<file path="config.mk">
export PLATFORM = sky130hd
export DESIGN_NAME = restart_divider
export DESIGN_NICKNAME = d
export VERILOG_FILES = /design/src/rtl/rdiv_pkg.sv /design/src/rtl/rdiv_r4_step.sv /design/src/rtl/rdiv_engine.sv /design/src/rtl/restart_divider.sv
export SDC_FILE = /design/constraint.sdc
export NUM_CORES = 1
export LEC_CHECK = 0
export BUFFER_PORTS_ARGS = -buffer_cell sky130_fd_sc_hd__buf_2
export CAP_MARGIN = 20
export CORE_MARGIN = 5
export CORE_UTILIZATION = 35
export CTS_CLUSTER_DIAMETER = 30
export DETAILED_ROUTE_END_ITERATION = 12
export HOLD_SLACK_MARGIN = 0.03
export MAX_ROUTING_LAYER = met4
export PLACE_DENSITY = 0.53
export SKIP_CTS_REPAIR_TIMING = 1
export SLEW_MARGIN = 10
export SYNTH_ARGS = -nofsm -noshare
export SYNTH_HDL_FRONTEND = slang
export SYNTH_SLANG_ARGS = --single-unit
</file>
<file path="constraint.sdc">
create_clock -name clk -period 13.2 [get_ports clk]
set_input_delay 1.32 -clock clk [delete_from_list [all_inputs] [get_ports clk]]
set_output_delay 1.32 -clock clk [all_outputs]
set_load 0.03 [all_outputs]
</file>
<file path="src/rtl/rdiv_pkg.sv">
package rdiv_pkg;
   typedef enum logic [2:0] {
      A_UDVD = 3'd0,
      A_UDVS = 3'd1,
      A_SDVD = 3'd2,
      A_SDVS = 3'd3,
      A_QUO  = 3'd4,
      A_REM  = 3'd5,
      A_CSR  = 3'd6,
      A_NONE = 3'd7
   } rdiv_addr_e;

   localparam int CSR_READY_BIT = 0;
   localparam int CSR_DIRTY_BIT = 1;
endpackage

</file>
<file path="src/rtl/rdiv_r4_step.sv">
module rdiv_r4_step #(
   parameter int W = 32
) (
   input  logic [W-1:0] rem_i,
   input  logic [W-1:0] num_i,
   input  logic [W-1:0] quo_i,
   input  logic [W-1:0] dsr,
   output logic [W-1:0] rem_o,
   output logic [W-1:0] num_o,
   output logic [W-1:0] quo_o
);
   logic [W+1:0] trial, d1, d2, d3;
   logic [1:0]   digit;

   always_comb begin
      trial = {rem_i, num_i[W-1 -: 2]};
      d1    = {2'b00, dsr};
      d2    = {1'b0, dsr, 1'b0};
      d3    = d1 + d2;
      // partial remainder is below the divisor, so the W-bit difference is exact
      if (trial >= d3) begin
         digit = 2'd3;
         rem_o = trial[W-1:0] - d3[W-1:0];
      end else if (trial >= d2) begin
         digit = 2'd2;
         rem_o = trial[W-1:0] - d2[W-1:0];
      end else if (trial >= d1) begin
         digit = 2'd1;
         rem_o = trial[W-1:0] - d1[W-1:0];
      end else begin
         digit = 2'd0;
         rem_o = trial[W-1:0];
      end
      num_o = {num_i[W-3:0], 2'b00};
      quo_o = {quo_i[W-3:0], digit};
   end
endmodule

</file>
<file path="src/rtl/rdiv_engine.sv">
module rdiv_engine #(
   parameter int W   = 32,
   parameter int LAT = 8
) (
   input  logic         clk,
   input  logic         rst_n,
   input  logic         start,
   input  logic         stop,
   input  logic         is_signed,
   input  logic [W-1:0] dvd,
   input  logic [W-1:0] dvs,
   output logic         busy,
   output logic         done,
   output logic [W-1:0] quo_out,
   output logic [W-1:0] rem_out
);
   localparam int BPC   = W / LAT;
   localparam int STEPS = BPC / 2;
   localparam int CNT_W = (LAT > 1) ? $clog2(LAT) : 1;
   localparam logic [CNT_W-1:0] LAST = CNT_W'(LAT - 1);

   generate
      if (LAT < 2 || (W % LAT) != 0 || (BPC % 2) != 0 || BPC == 0) begin : g_bad_cfg
         $error("rdiv_engine: W must split into LAT cycles of an even bit count");
      end
   endgenerate

   logic [CNT_W-1:0] cnt;
   logic [W-1:0]     rem_q, num_q, quo_q, dsr_q;
   logic             neg_q_q, neg_r_q;

   logic [W-1:0] c_rem [STEPS+1];
   logic [W-1:0] c_num [STEPS+1];
   logic [W-1:0] c_quo [STEPS+1];

   assign c_rem[0] = rem_q;
   assign c_num[0] = num_q;
   assign c_quo[0] = quo_q;

   generate
      for (genvar s = 0; s < STEPS; s++) begin : g_step
         rdiv_r4_step #(.W(W)) u_step (
            .rem_i (c_rem[s]),
            .num_i (c_num[s]),
            .quo_i (c_quo[s]),
            .dsr   (dsr_q),
            .rem_o (c_rem[s+1]),
            .num_o (c_num[s+1]),
            .quo_o (c_quo[s+1])
         );
      end
   endgenerate

   function automatic logic [W-1:0] mag(input logic [W-1:0] v, input logic sgn);
      return (sgn && v[W-1]) ? (~v + 1'b1) : v;
   endfunction

   always_ff @(posedge clk) begin
      if (!rst_n) begin
         busy    <= 1'b0;
         cnt     <= '0;
         rem_q   <= '0;
         num_q   <= '0;
         quo_q   <= '0;
         dsr_q   <= '0;
         neg_q_q <= 1'b0;
         neg_r_q <= 1'b0;
      end else if (stop) begin
         busy <= 1'b0;
      end else if (start) begin
         busy    <= 1'b1;
         cnt     <= '0;
         rem_q   <= '0;
         quo_q   <= '0;
         num_q   <= mag(dvd, is_signed);
         dsr_q   <= mag(dvs, is_signed);
         neg_q_q <= is_signed && (dvd[W-1] ^ dvs[W-1]);
         neg_r_q <= is_signed && dvd[W-1];
      end else if (busy) begin
         rem_q <= c_rem[STEPS];
         num_q <= c_num[STEPS];
         quo_q <= c_quo[STEPS];
         cnt   <= cnt + CNT_W'(1);
         if (cnt == LAST) busy <= 1'b0;
      end
   end

   assign done    = busy && (cnt == LAST) && !start && !stop;
   assign quo_out = neg_q_q ? (~c_quo[STEPS] + 1'b1) : c_quo[STEPS];
   assign rem_out = neg_r_q ? (~c_rem[STEPS] + 1'b1) : c_rem[STEPS];

   // a start that is not cancelled leaves the engine busy
   p_start_busy_r4: assert property (@(posedge clk) disable iff (!rst_n)
      (start && !stop) |=> busy);
   // a stop leaves the engine idle
   p_stop_idle_r6: assert property (@(posedge clk) disable iff (!rst_n)
      stop |=> !busy);
   // completion ends the busy period
   p_done_idle_r2: assert property (@(posedge clk) disable iff (!rst_n)
      done |=> !busy);
endmodule

</file>
<file path="src/rtl/restart_divider.sv">
module restart_divider #(
   parameter int WIDTH   = 32,
   parameter int LATENCY = 8
) (
   input  logic             clk,
   input  logic             rst_n,
   input  logic             bus_wr,
   input  logic             bus_rd,
   input  logic [2:0]       bus_addr,
   input  logic [WIDTH-1:0] bus_wdata,
   output logic [WIDTH-1:0] bus_rdata
);
   import rdiv_pkg::*;

   generate
      if (WIDTH < 4) begin : g_bad_width
         $error("restart_divider: WIDTH too small");
      end
   endgenerate

   logic [WIDTH-1:0] dvd_q, dvs_q, quo_q, rem_q;
   logic             ready_q, dirty_q;

   logic wr_dvd, wr_dvs, wr_quo, wr_rem, rd_quo;
   logic start, stop, sgn_sel;
   logic [WIDTH-1:0] dvd_nx, dvs_nx, eng_q, eng_r;
   logic eng_busy, eng_done;

   always_comb begin
      wr_dvd  = bus_wr && (bus_addr == A_UDVD || bus_addr == A_SDVD);
      wr_dvs  = bus_wr && (bus_addr == A_UDVS || bus_addr == A_SDVS);
      wr_quo  = bus_wr && (bus_addr == A_QUO);
      wr_rem  = bus_wr && (bus_addr == A_REM);
      rd_quo  = bus_rd && (bus_addr == A_QUO);
      start   = wr_dvd || wr_dvs;
      stop    = wr_quo || wr_rem;
      sgn_sel = (bus_addr == A_SDVD) || (bus_addr == A_SDVS);
      dvd_nx  = wr_dvd ? bus_wdata : dvd_q;
      dvs_nx  = wr_dvs ? bus_wdata : dvs_q;
   end

   rdiv_engine #(.W(WIDTH), .LAT(LATENCY)) u_engine (
      .clk       (clk),
      .rst_n     (rst_n),
      .start     (start),
      .stop      (stop),
      .is_signed (sgn_sel),
      .dvd       (dvd_nx),
      .dvs       (dvs_nx),
      .busy      (eng_busy),
      .done      (eng_done),
      .quo_out   (eng_q),
      .rem_out   (eng_r)
   );

   always_ff @(posedge clk) begin
      if (!rst_n) begin
         dvd_q   <= '0;
         dvs_q   <= '0;
         quo_q   <= '0;
         rem_q   <= '0;
         ready_q <= 1'b1;
         dirty_q <= 1'b0;
      end else begin
         dvd_q <= dvd_nx;
         dvs_q <= dvs_nx;
         if (wr_quo)        quo_q <= bus_wdata;
         else if (eng_done) quo_q <= eng_q;
         if (wr_rem)        rem_q <= bus_wdata;
         else if (eng_done) rem_q <= eng_r;
         if (stop)          ready_q <= 1'b1;
         else if (start)    ready_q <= 1'b0;
         else if (eng_done) ready_q <= 1'b1;
         if (rd_quo)           dirty_q <= 1'b0;
         if (start || stop)    dirty_q <= 1'b1;
      end
   end

   always_comb begin
      bus_rdata = '0;
      case (bus_addr)
         A_UDVD, A_SDVD: bus_rdata = dvd_q;
         A_UDVS, A_SDVS: bus_rdata = dvs_q;
         A_QUO:          bus_rdata = quo_q;
         A_REM:          bus_rdata = rem_q;
         A_CSR: begin
            bus_rdata[CSR_READY_BIT] = ready_q;
            bus_rdata[CSR_DIRTY_BIT] = dirty_q;
         end
         default:        bus_rdata = '0;
      endcase
   end

   // engine completion publishes READY
   p_done_ready_r2: assert property (@(posedge clk) disable iff (!rst_n)
      eng_done |=> ready_q);
   // READY never shows while the engine still runs
   p_busy_not_ready_r2: assert property (@(posedge clk) disable iff (!rst_n)
      eng_busy |-> !ready_q);
   // operand write arms the flags
   p_opwr_flags_r4: assert property (@(posedge clk) disable iff (!rst_n)
      (start && !stop) |=> (!ready_q && dirty_q && eng_busy));
   // quotient read with no concurrent write clears DIRTY
   p_quo_rd_clear_r5: assert property (@(posedge clk) disable iff (!rst_n)
      (rd_quo && !bus_wr) |=> !dirty_q);
   // remainder write stops the engine and sets both flags
   p_rem_wr_r6: assert property (@(posedge clk) disable iff (!rst_n)
      wr_rem |=> (ready_q && dirty_q && !eng_busy && rem_q == $past(bus_wdata)));
   // quotient write stops the engine and sets both flags
   p_quo_wr_r7: assert property (@(posedge clk) disable iff (!rst_n)
      wr_quo |=> (ready_q && dirty_q && !eng_busy && quo_q == $past(bus_wdata)));
   // operands hold without a write
   p_ops_hold_r8: assert property (@(posedge clk) disable iff (!rst_n)
      !bus_wr |=> ($stable(dvd_q) && $stable(dvs_q)));
endmodule

</file>
==> qor.csv, run 1 <==
stage;metric;value;unit
die;num ports;71;
critical_path;critical path arrival;12.85;ns
clock_tree;Reg clk slew, reported paths;0.05;ns
cells_and_area;Design Area, Final;30500;sq um
critical_path;CP max stage delay;0.57;ns
timing;Max Freq;80.5;MHz
hold_path;Hold Path Depth;2;
logic_synthesis;flops & latches, synth;260;
cells_and_area;multi-input logic area;20300;sq um
cells_and_area;share of layout cells above drive strength 1;9.68;%
route;via count;26984;
global_routing;initial antenna violation count;2;
clock_tree;TritonCTS clock tree;yes;
critical_path;slowest CP cell;nor4_2;
timing;skew final;0.0396;ns
die;die height;285;um
global_routing;vias in the first global route;25670;
place;dpl cells;4449;
timing;final hold vios;0;
timing;final setup fails;0;
clock_tree;clk sink count;260;
outcome;status;completed;
cells_and_area;# nets final;3834;
critical_path;worst r2r src;u_engine.dsr_q[0];
logic_synthesis;Yosys cell types;101;
timing;Tmin final;12.43;ns
timing;Max-slew headroom;31.4;%
route;1st-iter DRT viols;2465;
logic_synthesis;share of the synthesized area in the top cell type;19.7;%
die;Die Wd;285;um
run;Max-Cap Viols;0;
logic_synthesis;Seq/Total Area, Yosys;19.7;%
critical_path;startpoint types;flop;
timing;Final Max Tran Viols;0;
cells_and_area;Filler cells;7775;
global_routing;first-pass GRT wire length;157;mm
route;DR pass1 iterations;6;
cells_and_area;Sequential Area;5200;sq um
route;DRT Wirelength;105;mm
logic_synthesis;post-synthesis cell count;3524;
logic_synthesis;Post-synth EDFFs;0;
global_routing;total grt overflow;0;
timing;unrepaired setup endpoints after global routing;false;
hold_path;Min-Delay Endpoint;u_engine.cnt[1];
die;Starting Density;35.4;%
logic_synthesis;Synth Cell Area;26400;sq um
critical_path;critical path class;flop to flop;
critical_path;CP most frequent cell;a21oi_1;
cells_and_area;final non-filler cell total;4586;
critical_path;CP endpoint kind;flop;
place;routability cong.;1.00;
logic_synthesis;Synth area leader;dfxtp_1;
die;Site Rows;100;
logic_synthesis;syn nets;3801;
clock_tree;Max Root-Sink Buffers;3;
route;Routed wire per std cell;22.9;um
hold_path;Hold/Removal Path Class;flop to flop;
route;DRC viols;0;
global_routing;largest net degree at the start of global routing;78;
place;pre-CTS WS;-0.0820;ns
die;core area;74600;sq um
logic_synthesis;Syn Area/Cell;7.49;sq um
logic_synthesis;synth top area cells;dfxtp_1, ha_1, a21oi_1;
logic_synthesis;FFs w/ async S/R, synth;0;%
critical_path;cell depth of the worst flop-to-flop path;49;
critical_path;Reg2Reg Setup Slack;0.77;ns
die;die area;81000;sq um
timing;Final Cycle Share;94.1;%
logic_synthesis;Most used DFF post-synth;dfxtp_1;
route;final antenna-violating net count;0;
critical_path;worst reg2reg endpoint;rem_q[25];
place;Port Buf Inserts;70;
clock_tree;H-tree Lvls;3;
critical_path;WP data required;13.63;ns
place;Post-DP HPWL;82.1;mm
global_routing;total global-route track usage;25.4;%
logic_synthesis;count leader, synth;nand2_1;
logic_synthesis;Syn. warnings;0;
logic_synthesis;synth cell count leaders;nand2_1, a21oi_1, nor2_1, dfxtp_1, ha_1;
clock_tree;root buf cell;clkbuf_16;
hold_path;Hold Startpoint;u_engine.cnt[1];
place;cell area after placement;27800;sq um
cells_and_area;P&R area growth vs syn;15.5;%
clock_tree;Worst-Skew Late Latency;0.61;ns
route;Via density;5.88;
critical_path;Worst Path Max Fanout;24;
clock_tree;TritonCTS Buffers;74;
timing;setup slack after layout;0.774;ns
timing;Worst Tran Pin Value;1.02;ns
cells_and_area;fin util;40.9;%
## sequential cells by signal, indices dropped and copies added (netlist names)
register	cells
u_engine.busy	1
rem_q	32
u_engine.quo_q	28
dvs_q	32
dirty_q	1
u_engine.cnt	3
dvd_q	32
u_engine.neg_q_q	1
quo_q	32
u_engine.num_q	32
u_engine.dsr_q	32
ready_q	1
u_engine.neg_r_q	1
u_engine.rem_q	32
## worst max-delay path: cells and delay by family, from the launching register on
kind            cells  cell delay [ns]
xor+xnor            2             0.47
flops               1             0.31
fa+ha+maj           4             1.50
simple gates       12             2.48
buf+inv             2             0.67
mux                 1             0.37
compound gates     28             6.43
## logic make-up after synthesis
group	Yosys count	share of synthesized area [%]
AO/OA/AOI/OAI	1156	28.9
AND/OR/NAND/NOR	1142	20.0
XOR/XNOR	280	9.29
buffers and inverters	278	4.13
flip-flops	260	19.7
adder cells (fa/ha/maj)	240	11.6
multiplexers	168	6.43
## how the worst max path moves through the flow
| stage | to | cells past startpoint | slack (ns) | from |
|---|---|---|---|---|
| floorplan | rem_q[22] | 55 | 1.27 | u_engine.dsr_q[1] |
| global placement | rem_q[24] | 46 | -0.15 | u_engine.dsr_q[0] |
| detailed placement | rem_q[27] | 46 | -0.08 | u_engine.dsr_q[0] |
| CTS | rem_q[25] | 46 | -0.22 | u_engine.dsr_q[0] |
| global route | quo_q[30] | 54 | 0.005 | u_engine.dsr_q[0] |
| finish | rem_q[25] | 49 | 0.77 | u_engine.dsr_q[0] |
## cells in the final DEF, fill, tap and decap left out, types with 37 or more instances in the layout
cell       netlist  routed
a22oi_1         57      57
xnor2_1        179     179
nand2_1        397     394
ha_1           231     231
o22ai_1         44      43
a31oi_1         46      46
o21ai_0        166     164
mux2i_1        157     156
o21bai_1        42      42
inv_1          104     103
a21o_1          97      97
dfxtp_1        260     260
a21oi_1        366     362
xor2_1         101     101
nand3_1         67      67
nand4_1         40      40
buf_4            3      59
and3_1          42      41
clkbuf_16        0      75
nor2_1         333     329
nand2b_1        43      42
a311oi_1        37      37
nor3_1          72      72
a211oi_1        55      54
buf_2           10      69
## final cells by class
type / instances / share of cell area [%]
Clock buffer: 101 / 6.93
Clock inverter: 34 / 1.60
Timing Repair Buffer: 129 / 2.62
Tap cell: 969 / 3.98
Antenna cell: 1 / 0.00821
Inverter: 106 / 1.32
Sequential cell: 260 / 17.1
Multi-Input combinational cell: 2986 / 66.5
## through the flow
| stage | hold slack (ns) | TNS (ns) |
|---|---|---|
| 3_3_place_gp | 0.449 | -1.11 |
| 5_1_grt | 0.489 | 0 |
| 3_5_place_dp | 0.456 | -0.380 |
| 4_1_cts | 0.462 | -1.89 |
| 2_1_floorplan | 0.440 | 0 |
| 6_report | 0.461 | 0 |
## per-layer routing
| layer | vias up | routed length [um] | GRT usage, % |
|---|---|---|---|
| met5 | - | 0 | - |
| met4 | 0 | 3060 | 7.44 |
| met3 | 153 | 8300 | 4.21 |
| met2 | 978 | 45400 | 38.5 |
| met1 | 12806 | 48300 | 35.0 |
| li1 | 13047 | - | - |
Power of run 1 is not shown: default switching activity piles up to over one toggle a cycle in this logic, so the estimate is an artifact.
==> run 2: changes to the inputs <==
--- a/config.mk
+++ b/config.mk
@@ -7,2 +7,3 @@
 export LEC_CHECK = 0
+export ABC_CLOCK_PERIOD_IN_PS = 13200
 export BUFFER_PORTS_ARGS = -buffer_cell sky130_fd_sc_hd__buf_2
==> constraint.sdc (replaced) <==
create_clock -name clk -period 13.2 [get_ports clk]
set_input_delay 0.66 -clock clk [delete_from_list [all_inputs] [get_ports clk]]
set_output_delay 0.66 -clock clk [all_outputs]
set_load 0.03 [all_outputs]
==> run 2 against run 1 <==
Effect of this change:
- worst hold slack got worse by 0.20 ns
- largest cell class unchanged
- maximum frequency fell by 0.32%
- first-iteration DRC count is 8.4% higher
- clock skew shrank 0.016 ns
- highest routed layer unchanged
- sequential cell count unchanged
==> qor.csv, run 2 (synthesis results as in run 1) <==
stage;metric;value;unit;change
route;Via density;5.90;;+0.25%
timing;Final Max Tran Viols;0;;unchanged
critical_path;family with the most delay on the worst path;compound AO/OA/AOI/OAI gates;;
critical_path;CP most frequent cell;a21oi_1;;
global_routing;global route hottest layer;met2;;
critical_path;startpoint types;flop;;
cells_and_area;commonest non-fill, non-tap cell in the layout;nand2_1;;
die;num ports;71;;unchanged
die;Die Wd;285;um;unchanged
route;via count;27057;;+0.27%
clock_tree;Worst-Skew Late Latency;0.59;ns;-0.02 ns
global_routing;total grt overflow;0;;unchanged
timing;Max-slew headroom;31.5;%;+0.16 points
clock_tree;Max Root-Sink Buffers;3;;unchanged
timing;Tmin final;12.47;ns;+0.0398 ns
critical_path;critical path arrival;12.89;ns;+0.04 ns
clock_tree;Reg clk slew, reported paths;0.05;ns;about the same
die;die area;81000;sq um;unchanged
critical_path;CP endpoint kind;flop;;
route;DRT Wirelength;105;mm;-0.42%
clock_tree;H-tree Lvls;3;;unchanged
cells_and_area;commonest non-fill, non-tap cells in the layout;nand2_1, a21oi_1, nor2_1, dfxtp_1, ha_1;;
critical_path;critical path class;flop to flop;;
route;DR pass1 iterations;8;;+2
timing;skew final;0.0239;ns;-0.0157 ns
cells_and_area;multi-input logic area;20200;sq um;-0.14%
die;Site Rows;100;;unchanged
route;Routed wire per std cell;22.8;um;-0.44%
global_routing;grt met1 use;35.2;%;+0.26 points
global_routing;first-pass GRT wire length;156;mm;-0.75%
critical_path;WP data required;13.62;ns;about the same
route;final antenna-violating net count;0;;unchanged
timing;final hold vios;0;;unchanged
critical_path;slowest CP cell;or4b_1;;
cells_and_area;Design Area, Final;30500;sq um;about the same
place;routability cong.;0.998;;-0.66%
die;Starting Density;35.4;%;unchanged
global_routing;vias in the first global route;25317;;-1.4%
timing;final setup fails;0;;unchanged
cells_and_area;P&R area growth vs syn;15.5;%;about the same
route;DRC viols;0;;unchanged
place;Post-DP HPWL;81.8;mm;-0.35%
place;Port Buf Inserts;70;;unchanged
critical_path;CP max stage delay;0.71;ns;+0.14 ns
global_routing;initial antenna violation count;2;;unchanged
place;cell area after placement;27800;sq um;+0.16%
global_routing;total global-route track usage;25.2;%;-0.24 points
timing;unrepaired setup endpoints after global routing;false;;
timing;Worst Tran Pin Value;1.03;ns;+0.00842 ns
clock_tree;root buf cell;clkbuf_16;;
critical_path;Reg2Reg Setup Slack;0.73;ns;-0.04 ns
cells_and_area;# nets final;3839;;+0.13%
run;Max-Cap Viols;0;;unchanged
critical_path;Worst Path Max Fanout;43;;+79%
critical_path;Buf/Inv on CP;3;;+1
timing;Max Freq;80.2;MHz;-0.32%
route;1st-iter DRT viols;2672;;+8.4%
cells_and_area;Sequential Area;5200;sq um;unchanged
clock_tree;TritonCTS clock tree;yes;;
timing;Fin Setup TNS;0;ns;unchanged
clock_tree;clk sink count;260;;unchanged
outcome;status;completed;;
timing;Final Cycle Share;94.4;%;+0.30 points
global_routing;grt met2 use;39.0;%;+0.50 points
die;core area;74600;sq um;unchanged
clock_tree;TritonCTS Buffers;73;;-1.4%
cells_and_area;Filler cells;7742;;-0.42%
global_routing;M3 GR Usage;3.38;%;-0.83 points
die;die height;285;um;unchanged
global_routing;largest net degree at the start of global routing;126;;+62%
hold_path;Hold/Removal Path Class;input port to flop;;
cells_and_area;share of layout cells above drive strength 1;9.62;%;-0.058 points
-- run 2: changes by cell type in the layout (fill, tap and decap cells not counted), moves of 2 or more --
cell	before	now
buf_4	59	64
inv_16	1	3
clkinv_16	2	0
clkbuf_8	14	17
clkinv_2	15	7
-- run 2: layout make-up --
| type | count | area share [%] |
|---|---|---|
| timing repair buffer | 135 | 2.79 |
| tap | 969 | 3.98 |
| sequential | 260 | 17.1 |
| inverter | 106 | 1.32 |
| clock inverter | 26 | 1.38 |
| multi-input combinational | 2986 | 66.4 |
| antenna | 1 | 0.00821 |
| clock buffer | 104 | 7.07 |
-- run 2: per-layer routing --
metal | up-vias | wire, um
li1 | 13074 | -
met1 | 12906 | 49100
met2 | 953 | 46000
met3 | 124 | 7350
met4 | 0 | 2160
met5 | - | 0
-- run 2: path summary, 6_finish.rpt --
path / from / endpoint / cells after the start
max: u_engine.dsr_q[0] / rem_q[18] / 51
min reg2reg: u_engine.cnt[1] / u_engine.cnt[1] / 2
min: bus_rd / dirty_q / 2
max reg2reg: u_engine.dsr_q[0] / rem_q[18] / 51
-- run 2: metrics by stage --
| stage | setup WS, ns | hold WS, ns | util, % | instances |
|---|---|---|---|---|
| final | 0.734 | 0.262 | 40.9 | 4587 |
| after global routing | 0.0418 | 0.247 | 40.9 | 4587 |
| after CTS | 0.149 | 0.229 | 40.8 | 4585 |
| after detailed placement | 0.199 | 0.453 | 37.3 | 4455 |
| after global placement | 0.308 | 0.448 | 37.3 | 4455 |
| after floorplan | 1.27 | 0.440 | - | 3524 |
-- run 2: worst register-to-register path, delay by kind of cell (launching register included) --
| family | cells | cell delay (ns) |
|---|---|---|
| AO/OA/AOI/OAI | 27 | 6.15 |
| buffers and inverters | 3 | 0.82 |
| AND/OR/NAND/NOR | 13 | 2.74 |
| adder cells (fa/ha/maj) | 5 | 1.66 |
| XOR/XNOR | 2 | 0.20 |
| multiplexers | 1 | 0.45 |
| flip-flops | 1 | 0.31 |
Power of run 2 is left out for the same reason.
==> run 3: changes to the inputs <==
- CORE_ASPECT_RATIO: default -> 1.25
- SYNTH_HIERARCHICAL: default -> 1
==> run 3 against run 2 <==
Effect of this change:
- first-iteration DRC count shrank 12%
- sequential cell count unchanged
- sequential share of layout area is 1.2 points lower
- maximum frequency is 4.0% higher
- clock-buffer cell count shrank 37
- worst setup slack better by 0.48 ns
- synthesized area increased by 15%
- cell count increased by 9.0%
- critical endpoint is now rem_q[31]
- highest routed layer unchanged
==> qor.csv, run 3 <==
stage;metric;value;unit;change
outcome;status;completed;;
critical_path;critical path class;flop to flop;;
timing;Final Cycle Share;90.8;%;-3.7 points
route;DRT Wirelength;113;mm;+8.1%
critical_path;worst reg2reg endpoint;rem_q[31];;
cells_and_area;Filler cells;9073;;+17%
route;via count;29289;;+8.2%
critical_path;CP most frequent cell;ha_1;;
timing;Fin Setup TNS;0;ns;unchanged
hold_path;Min-Delay Endpoint;rem_q[14];;
cells_and_area;P&R area growth vs syn;8.06;%;
hold_path;Hold/Removal Path Class;input port to flop;;
clock_tree;Max Root-Sink Buffers;3;;unchanged
die;num ports;71;;unchanged
die;die height;340;um;+19%
cells_and_area;# nets final;4101;;+6.8%
place;Port Buf Inserts;70;;unchanged
route;Via density;5.86;;-0.69%
critical_path;critical path arrival;12.47;ns;-0.42 ns
clock_tree;H-tree Lvls;2;;-1
route;Routed wire per std cell;22.6;um;-0.87%
clock_tree;Worst-Skew Late Latency;0.61;ns;+0.02 ns
critical_path;CP endpoint kind;flop;;
critical_path;WP data required;13.69;ns;+0.07 ns
timing;Worst Tran Pin Value;1.09;ns;+0.0612 ns
logic_synthesis;Syn Area/Cell;7.75;sq um;+3.4%
critical_path;cell depth of the worst flop-to-flop path;40;;-22%
die;Die Wd;274;um;-3.8%
cells_and_area;commonest non-fill, non-tap cells in the layout;nand2_1, ha_1, nor2_1, dfxtp_1, a21oi_1;;
clock_tree;root buf cell;clkbuf_16;;
timing;skew final;0.0291;ns;+0.00521 ns
critical_path;CP max stage delay;0.72;ns;about the same
cells_and_area;Sequential Area;5200;sq um;unchanged
global_routing;first-pass GRT wire length;170;mm;+8.6%
critical_path;startpoint types;flop;;
die;Site Rows;121;;+21%
global_routing;vias in the first global route;28226;;+11%
route;DR pass1 iterations;5;;-3
critical_path;slowest CP cell;o31ai_1;;
timing;Max Freq;83.5;MHz;+4.0%
run;Max-Cap Viols;0;;unchanged
timing;final setup fails;0;;unchanged
critical_path;Worst Path Max Fanout;27;;-37%
clock_tree;Reg clk slew, reported paths;0.05;ns;about the same
clock_tree;clk sink count;260;;unchanged
critical_path;worst r2r src;u_engine/dsr_q[1];;
global_routing;total global-route track usage;23.8;%;-1.4 points
cells_and_area;commonest non-fill, non-tap cell in the layout;nand2_1;;
cells_and_area;Antenna Diode Count;0;;-1
critical_path;family with the most delay on the worst path;compound AO/OA/AOI/OAI gates;;
route;final antenna-violating net count;0;;unchanged
global_routing;largest net degree at the start of global routing;76;;-40%
clock_tree;TritonCTS clock tree;yes;;
route;DRC viols;0;;unchanged
place;Post-DP HPWL;89.0;mm;+8.8%
logic_synthesis;Synth Cell Area;30400;sq um;+15%
timing;Final Max Tran Viols;0;;unchanged
route;1st-iter DRT viols;2343;;-12%
cells_and_area;multi-input logic area;22900;sq um;+13%
die;die area;93000;sq um;+15%
hold_path;Hold Path Depth;2;;unchanged
logic_synthesis;post-synthesis cell count;3929;;+11%
die;Starting Density;35.1;%;-0.31 points
logic_synthesis;Syn. warnings;6;;+6
place;routability cong.;0.952;;-4.6%
clock_tree;TritonCTS Buffers;53;;-27%
timing;final hold vios;0;;unchanged
hold_path;Hold Startpoint;bus_wdata[14];;
critical_path;Buf/Inv on CP;2;;-1
global_routing;total grt overflow;0;;unchanged
timing;Max-slew headroom;27.2;%;-4.3 points
critical_path;Reg2Reg Setup Slack;1.22;ns;+0.48 ns
timing;Tmin final;11.98;ns;-0.485 ns
cells_and_area;share of layout cells above drive strength 1;9.34;%;-0.28 points
timing;WHS;0.344;ns;+0.0821 ns
die;core area;86700;sq um;+16%
timing;unrepaired setup endpoints after global routing;false;;
global_routing;initial antenna violation count;0;;-2
run 3: how the worst max path moves through the flow:
stage | depth (start not counted) | slack (ns) | from | to
after floorplan | 40 | 4.10 | u_engine/dsr_q[1] | rem_q[27]
after global placement | 40 | 1.69 | u_engine/dsr_q[1] | rem_q[27]
after detailed placement | 40 | 1.43 | u_engine/dsr_q[1] | rem_q[31]
after CTS | 40 | 1.39 | u_engine/dsr_q[1] | rem_q[31]
after global routing | 40 | 0.53 | u_engine/dsr_q[1] | rem_q[31]
final | 40 | 1.22 | u_engine/dsr_q[1] | rem_q[31]
run 3: routing by layer:
metal | share of wire [%] | GRT usage [%] | up-vias
met2 | 48 | 40.7 | 858
met4 | 4.7 | 9.71 | 0
li1 | - | - | 14136
met3 | 4.2 | 1.99 | 200
met5 | 0 | - | -
met1 | 43 | 28.9 | 14095
run 3: final cells by class:
| class | count | share of cell area, % |
|---|---|---|
| inverter | 170 | 1.94 |
| sequential | 260 | 15.8 |
| multi-input combinational | 3184 | 69.6 |
| clock buffer | 67 | 4.41 |
| timing repair buffer | 121 | 2.24 |
| clock inverter | 30 | 1.56 |
| tap | 1168 | 4.44 |
run 3: through the flow:
| stage | instances | utilization, % | cell area (sq um) | setup slack (ns) |
|---|---|---|---|---|
| 2_1_floorplan | 3931 | - | 30400 | 4.10 |
| 5_1_grt | 5000 | 37.9 | 32900 | 0.527 |
| 6_report | 5000 | 37.9 | 32900 | 1.22 |
| 3_3_place_gp | 4902 | 35.6 | 30900 | 1.69 |
| 4_1_cts | 5000 | 37.9 | 32900 | 1.39 |
| 3_5_place_dp | 4903 | 35.7 | 30900 | 1.43 |
Power of run 3 is left out for the same reason.
